`src/rtl/spi_cfg_pkg.sv`:
```
package spi_cfg_pkg;

  typedef enum logic [2:0] {
    ST_IDLE,
    ST_RESET,
    ST_PRECHK,
    ST_HOUSE,
    ST_DATA,
    ST_POSTCHK,
    ST_PAD,
    ST_FINISH
  } seq_state_e;

  // cycles covering a span of microseconds, rounded up
  function automatic int unsigned us_cycles(input int unsigned clk_hz,
                                            input int unsigned usec);
    longint unsigned prod;
    prod = longint'(clk_hz) * longint'(usec);
    return int'((prod + 64'd999_999) / 64'd1_000_000);
  endfunction

  // core cycles per serial-clock half period, rounded up so the rate never exceeds the target
  function automatic int unsigned half_cycles(input int unsigned clk_hz,
                                              input int unsigned sck_hz);
    longint unsigned two_f;
    longint unsigned h;
    two_f = 64'd2 * longint'(sck_hz);
    h = (longint'(clk_hz) + two_f - 64'd1) / two_f;
    return (h == 64'd0) ? 1 : int'(h);
  endfunction

endpackage

```
`src/rtl/spi_cfg_timer.sv`:
```
module spi_cfg_timer #(
  parameter int unsigned TW = 32
) (
  input  logic          clk,
  input  logic          rst_n,
  input  logic          load_i,
  input  logic [TW-1:0] value_i,
  output logic          zero_o
);
  logic [TW-1:0] cnt_q;

  always_ff @(posedge clk) begin
    if (!rst_n) begin
      cnt_q <= '0;
    end else if (load_i) begin
      cnt_q <= value_i - TW'(1);
    end else if (cnt_q != '0) begin
      cnt_q <= cnt_q - TW'(1);
    end
  end

  assign zero_o = (cnt_q == '0);

  // once expired the timer stays expired until reloaded
  timer_hold_chk: assert property (@(posedge clk) disable iff (!rst_n)
    zero_o && !load_i |=> zero_o);
endmodule

```
`src/rtl/spi_cfg_shifter.sv`:
```
module spi_cfg_shifter #(
  parameter int unsigned HALF = 4
) (
  input  logic       clk,
  input  logic       rst_n,
  input  logic       load_i,
  input  logic [7:0] data_i,
  output logic       busy_o,
  output logic       sck_o,
  output logic       mosi_o
);
  localparam int unsigned HW = (HALF < 2) ? 1 : $clog2(HALF);

  logic [7:0]    sreg_q;
  logic [2:0]    bit_q;
  logic [HW-1:0] ph_q;
  logic          sck_q;
  logic          busy_q;
  logic          half_end;

  assign half_end = (ph_q == HW'(HALF - 1));

  always_ff @(posedge clk) begin
    if (!rst_n) begin
      sreg_q <= '0;
      bit_q  <= '0;
      ph_q   <= '0;
      sck_q  <= 1'b0;
      busy_q <= 1'b0;
    end else if (!busy_q) begin
      if (load_i) begin
        sreg_q <= data_i;
        bit_q  <= '0;
        ph_q   <= '0;
        sck_q  <= 1'b0;
        busy_q <= 1'b1;
      end
    end else if (half_end) begin
      ph_q  <= '0;
      sck_q <= ~sck_q;
      if (sck_q) begin
        if (bit_q == 3'd7) begin
          busy_q <= 1'b0;
        end else begin
          sreg_q <= {sreg_q[6:0], 1'b0};
          bit_q  <= bit_q + 3'd1;
        end
      end
    end else begin
      ph_q <= ph_q + HW'(1);
    end
  end

  assign busy_o = busy_q;
  assign sck_o  = sck_q;
  assign mosi_o = busy_q & sreg_q[7];

  // data line moves only while the serial clock is low
  mosi_setup_chk: assert property (@(posedge clk) disable iff (!rst_n)
    !$stable(mosi_o) |-> !sck_o);

  // the serial clock rests low when no byte is in flight
  sck_rest_chk: assert property (@(posedge clk) disable iff (!rst_n)
    !busy_o |-> !sck_o);
endmodule

```
`src/rtl/spi_cfg_loader.sv`:
```
module spi_cfg_loader
  import spi_cfg_pkg::*;
#(
  parameter int unsigned CLK_HZ    = 100_000_000,
  parameter int unsigned SCK_HZ    = 12_500_000,
  parameter int unsigned RST_US    = 1,
  parameter int unsigned HK_US     = 1200,
  parameter int unsigned PAD_BYTES = 7,
  parameter int unsigned LEN_W     = 16
) (
  input  logic             clk,
  input  logic             rst_n,
  input  logic             start_i,
  input  logic             partial_i,
  input  logic [LEN_W-1:0] len_i,
  input  logic [7:0]       byte_data_i,
  input  logic             byte_valid_i,
  output logic             byte_ready_o,
  input  logic             cfg_done_i,
  output logic             cfg_rst_n_o,
  output logic             cfg_cs_n_o,
  output logic             cfg_sck_o,
  output logic             cfg_mosi_o,
  output logic             busy_o,
  output logic             done_o,
  output logic             err_o
);
  localparam int unsigned TW      = 32;
  localparam int unsigned RST_CYC = us_cycles(CLK_HZ, RST_US);
  localparam int unsigned HK_CYC  = us_cycles(CLK_HZ, HK_US);
  localparam int unsigned HALF    = half_cycles(CLK_HZ, SCK_HZ);
  localparam int unsigned PW      = $clog2(PAD_BYTES + 1);

  seq_state_e       state_q, state_d;
  logic [LEN_W-1:0] remain_q;
  logic [PW-1:0]    pad_q;
  logic             err_q;

  logic             tmr_load;
  logic [TW-1:0]    tmr_val;
  logic             tmr_zero;
  logic             shift_busy;
  logic             shift_load;
  logic [7:0]       shift_data;
  logic             shift_mosi;

  // named events for the checks
  logic             go_full;
  logic             go_partial;
  logic             accept;
  logic             pad_load;
  logic             precheck_fail;
  logic             postcheck_fail;

  assign go_full        = (state_q == ST_IDLE) && start_i && !partial_i;
  assign go_partial     = (state_q == ST_IDLE) && start_i && partial_i;
  assign byte_ready_o   = (state_q == ST_DATA) && !shift_busy && (remain_q != '0);
  assign accept         = byte_ready_o && byte_valid_i;
  assign pad_load       = (state_q == ST_PAD) && !shift_busy && (pad_q != '0);
  assign precheck_fail  = (state_q == ST_PRECHK) && cfg_done_i;
  assign postcheck_fail = (state_q == ST_POSTCHK) && !cfg_done_i;

  assign shift_load = accept || pad_load;
  assign shift_data = accept ? byte_data_i : 8'h00;

  always_comb begin
    state_d  = state_q;
    tmr_load = 1'b0;
    tmr_val  = TW'(RST_CYC);
    unique case (state_q)
      ST_IDLE: begin
        if (go_full) begin
          state_d  = ST_RESET;
          tmr_load = 1'b1;
        end
      end
      ST_RESET:   if (tmr_zero) state_d = ST_PRECHK;
      ST_PRECHK: begin
        if (cfg_done_i) begin
          state_d = ST_IDLE;
        end else begin
          state_d  = ST_HOUSE;
          tmr_load = 1'b1;
          tmr_val  = TW'(HK_CYC);
        end
      end
      ST_HOUSE:   if (tmr_zero) state_d = ST_DATA;
      ST_DATA:    if (remain_q == '0 && !shift_busy) state_d = ST_POSTCHK;
      ST_POSTCHK: state_d = cfg_done_i ? ST_PAD : ST_IDLE;
      ST_PAD:     if (!shift_busy && pad_q == '0) state_d = ST_FINISH;
      ST_FINISH:  state_d = ST_IDLE;
      default:    state_d = ST_IDLE;
    endcase
  end

  always_ff @(posedge clk) begin
    if (!rst_n) begin
      state_q  <= ST_IDLE;
      remain_q <= '0;
      pad_q    <= '0;
      err_q    <= 1'b0;
    end else begin
      state_q <= state_d;
      if (go_full) remain_q <= len_i;
      else if (accept) remain_q <= remain_q - LEN_W'(1);
      if (state_q == ST_POSTCHK) pad_q <= PW'(PAD_BYTES);
      else if (pad_load) pad_q <= pad_q - PW'(1);
      if (go_full) err_q <= 1'b0;
      else if (go_partial || precheck_fail || postcheck_fail) err_q <= 1'b1;
    end
  end

  spi_cfg_timer #(.TW(TW)) u_timer (
    .clk     (clk),
    .rst_n   (rst_n),
    .load_i  (tmr_load),
    .value_i (tmr_val),
    .zero_o  (tmr_zero)
  );

  spi_cfg_shifter #(.HALF(HALF)) u_shift (
    .clk    (clk),
    .rst_n  (rst_n),
    .load_i (shift_load),
    .data_i (shift_data),
    .busy_o (shift_busy),
    .sck_o  (cfg_sck_o),
    .mosi_o (shift_mosi)
  );

  assign cfg_mosi_o  = shift_mosi;
  assign cfg_rst_n_o = (state_q != ST_RESET);
  assign cfg_cs_n_o  = (state_q == ST_IDLE);
  assign busy_o      = (state_q != ST_IDLE);
  assign done_o      = (state_q == ST_FINISH);
  assign err_o       = err_q;


  rst_with_cs_chk: assert property (@(posedge clk) disable iff (!rst_n)
    !cfg_rst_n_o |-> !cfg_cs_n_o);


  precheck_abort_chk: assert property (@(posedge clk) disable iff (!rst_n)
    precheck_fail |=> cfg_cs_n_o && err_o && !cfg_sck_o);


  ready_quiet_chk: assert property (@(posedge clk) disable iff (!rst_n)
    byte_ready_o |-> !cfg_sck_o && !cfg_cs_n_o && cfg_rst_n_o);


  postcheck_abort_chk: assert property (@(posedge clk) disable iff (!rst_n)
    postcheck_fail |=> cfg_cs_n_o && err_o && !done_o);


  partial_refuse_chk: assert property (@(posedge clk) disable iff (!rst_n)
    go_partial |=> cfg_cs_n_o && cfg_rst_n_o && err_o);


  done_pulse_chk: assert property (@(posedge clk) disable iff (!rst_n)
    done_o |=> !done_o);


  sck_idle_chk: assert property (@(posedge clk) disable iff (!rst_n)
    cfg_cs_n_o |-> !cfg_sck_o);
endmodule

```
`config.mk`:
```
export PLATFORM = sky130hd
export DESIGN_NAME = spi_cfg_loader
export DESIGN_NICKNAME = d
export VERILOG_FILES = /design/src/rtl/spi_cfg_pkg.sv /design/src/rtl/spi_cfg_timer.sv /design/src/rtl/spi_cfg_shifter.sv /design/src/rtl/spi_cfg_loader.sv
export SDC_FILE = /design/constraint.sdc
export NUM_CORES = 1
export LEC_CHECK = 0
export CORE_ASPECT_RATIO = 0.9
export CORE_UTILIZATION = 55
export DETAILED_ROUTE_END_ITERATION = 10
export PLACE_DENSITY = 0.77
export SETUP_SLACK_MARGIN = 0.2
export SYNTH_ARGS = -nofsm -noshare
export SYNTH_HDL_FRONTEND = slang
export SYNTH_SLANG_ARGS = --single-unit
```
`constraint.sdc`:
```
create_clock -name clk -period 6.2 [get_ports clk]
set_input_delay 0.93 -clock clk [delete_from_list [all_inputs] [get_ports clk]]
set_output_delay 0.93 -clock clk [all_outputs]
set_load 0.03 [all_outputs]
```
==> flow_metrics.py <==
metrics = {
    "synth": {
        "yosysSeqAreaShare_pct": 36.8,
        "async_reset_ff_share_pct": 0,
        "synth_nets": 491,
        "synth_area_um2": 3810,
        "ys_ff_latch": 70,
        "syn_area_per_cell_um2": 8.40,
        "synthesis.instances": 454,
        "synth.distinct_cells": 63,
        "ys.flop_type": "dfxtp_1",
        "synth-edff-count": 0,
        "yosys_warnings": 0,
    },
    "timing": {
        "drv_slew": 0,
        "slew_headroom_pct": 24.1,
        "hold_violations": 0,
        "rsz0062_at_grt": "false",
        "clock.fmax_mhz": 275,
        "fin_ws_ns": 2.56,
        "skew_ns": 0.00731,
        "max_slew.worst_pin.slew_ns": 1.14,
        "fin_setup_tns_ns": 0,
        "period_needed_ns": 3.64,
        "finalCritPeriodShare_pct": 58.7,
        "setup_viol": 0,
    },
    "finish": {
        "final_common_cell": "dfxtp_1",
        "final-seq-area_um2": 1400,
        "fin_util_pct": 65.8,
        "multi_input_area_um2": 2270,
        "nFillCells": 574,
        "antenna-diode-count": 0,
        "drive_above_1_share_pct": 8.88,
        "layout.nets": 517,
        "stdcell_area_um2": 4360,
        "layout_common_cells": "dfxtp_1, a21oi_1, nor2_1, clkdlybuf4s50_1, o21ai_0",
        "layout-area-overhead-vs-synth_pct": 14.3,
    },
    "route": {
        "wl_met2_um": 3860,
        "initialDrtViolationCount": 191,
        "vias_per_cell": 6.09,
        "wire_per_inst_um": 14.9,
        "met1_length_um": 4140,
        "top_layer_used": "met4",
        "via_count": 3495,
        "ant_nets": 0,
        "first_pass_iters": 5,
        "drc": 0,
        "totalWireLength_um": 8560,
        "dr_wl_met3_um": 502,
    },
    "power_and_ir_drop": {
        "ir_drop_v": 0.000288,
        "power_density_nw_per_um2": 414,
        "leakage_nw": 1.56,
    },
    "global_routing": {
        "grt_antenna_before_repair": 0,
        "grt-ovfl-total": 0,
        "grt_usage_pct": 24.6,
        "grt_pass1_vias": 3123,
        "grt_first_pass_wirelength_um": 14400,
        "grt_max_degree": 41,
    },
    "worst_setup_path": {
        "cp.arrival_ns": 2.71,
        "startpoint_type": "flop",
        "reg2reg_from": "remain_q[12]",
        "rrSetupSlack_ns": 2.89,
        "criticalPathCategory": "reg -> out",
        "cp-end-kind": "output pin",
        "critical_path_required_ns": 5.27,
        "crit_fanout": 4,
        "startpoint": "remain_q[0]",
    },
    "clocking": {
        "insertion_delay_ns": 0.35,
        "cts.root.buffer_cell": "clkbuf_8",
        "ctsLongestPathBuffers": 2,
        "htree_levels": 3,
        "cts_tree": "done",
        "cts_resized": 0,
        "post-cts-setup-buffers": 0,
        "cts.clk_slew.worst_paths_ns": 0.07,
        "numCtsBuffers": 9,
        "clock_sinks": 70,
        "cts_hold_buf": 0,
    },
    "outcome": {
        "outcome": "completed",
    },
    "floorplan": {
        "die_area_um2": 7270,
        "rows": 28,
        "core_um2": 6620,
        "die_w_um": 89.8,
        "ios": 38,
        "start_util_pct": 57.6,
        "die_y_um": 81.0,
    },
    "run": {
        "drv_cap": 0,
    },
    "place": {
        "port_buffers": 37,
        "postPlaceCellArea_um2": 4200,
        "place_hpwl_um": 5820,
        "pre_cts_slack_ns": 2.62,
        "globalplace.congestion": 0.816,
    },
    "min_path": {
        "min_path_type": "reg -> reg",
        "min-delay-start": "u_timer.cnt_q[28]",
    },
}
==> power by group <==
group | total, W | internal (W) | switching, W | leakage, nW
Clock | 0.000309 | 0.000140 | 0.000169 | 0.0817
Combinational | 0.000858 | 0.000323 | 0.000535 | 0.905
Sequential | 0.000636 | 0.000538 | 0.0000980 | 0.570
Total | 0.00180 | 0.00100 | 0.000802 | 1.56
==> per-stage QoR <==
step | std cells | total power (W) | hold WS (ns)
finish | 574 | 0.00180 | 0.469
global route | 574 | 0.00194 | 0.517
CTS | 574 | 0.00180 | 0.475
detailed placement | 559 | 0.00149 | 0.464
global placement | 559 | 0.00147 | 0.455
floorplan | 454 | 0.00132 | 0.442
==> layout make-up <==
type / count / area share (%)
inverter: 12 / 1.03
multi-input combinational: 349 / 52.0
timing repair buffer: 38 / 8.67
tap: 90 / 2.58
clock inverter: 5 / 0.632
sequential: 70 / 32.2
clock buffer: 10 / 2.93
==> worst max-delay path: stages, from the launching register on <==
cell and delay (ns):
dfxtp_1 0.34, inv_1 0.07, ha_1 0.16, nor3b_1 0.43
and4b_1 0.38, a21oi_1 0.14, and2_1 0.25, clkdlybuf4s50_1 0.60
==> sequential cells by signal, indices dropped and copies added, names as in the netlist <==
name and count:
pad_q 3, err_o 1, u_shift.sreg_q 8, remain_q 16, u_timer.cnt_q 32, u_shift.bit_q 3
u_shift.ph_q 2, state_q 3, u_shift.sck_o 1, u_shift.busy_o 1
==> synthesized netlist by cell type (all sizes together), types with 2 or more instances <==
master | n | area share, %
o221a | 7 | 2.1
o211ai | 7 | 1.7
nor3 | 18 | 2.5
ha | 7 | 2.3
xnor2 | 10 | 2.3
and3 | 4 | 0.66
o2111ai | 4 | 0.92
a311oi | 2 | 0.46
o31ai | 5 | 0.98
or4 | 8 | 1.7
nor4 | 10 | 2.6
a211oi | 2 | 0.72
dfxtp | 70 | 37
a22oi | 3 | 0.59
nand3 | 15 | 2.0
nand2 | 25 | 2.5
o21ai | 35 | 4.6
clkbuf | 16 | 1.6
buf | 7 | 1.0
a211o | 2 | 0.46
nand2b | 6 | 0.98
nand3b | 3 | 0.59
nor2 | 41 | 4.0
nand4 | 10 | 1.6
nand4b | 3 | 0.69
xor2 | 18 | 4.1
a21bo | 7 | 1.8
o31a | 2 | 0.46
nor2b | 2 | 0.33
nor3b | 5 | 1.3
and2 | 4 | 0.66
and3b | 2 | 0.49
inv | 11 | 1.1
or3b | 2 | 0.46
or2 | 2 | 0.33
a21oi | 48 | 6.5
a32oi | 3 | 0.69
or3 | 15 | 2.5
==> routing by layer <==
metal | vias to the layer above | track usage [%]
met4 | 0 | 5.74
li1 | 1744 | -
met1 | 1642 | 32.4
met5 | - | 0
met3 | 5 | 7.02
met2 | 104 | 40.5
==> worst paths after layout <==
| check | to | depth (start not counted) |
|---|---|---|
| max | byte_ready_o | 7 |
| min reg2reg | u_timer.cnt_q[28] | 2 |
| max reg2reg | u_shift.sreg_q[7] | 5 |
| min | u_timer.cnt_q[28] | 2 |
==> kinds of logic after synthesis <==
family | after synthesis | synth area share (%)
and+or+nand+nor | 178 | 26.7
AOI/OAI and AO/OA | 135 | 23.8
DFF | 70 | 36.8
buffers and inverters | 35 | 3.81
xor gates and xnor gates | 28 | 6.43
adders and majority gates | 7 | 2.30
muxes | 1 | 0.263
Power figures use the tool's default switching activity.
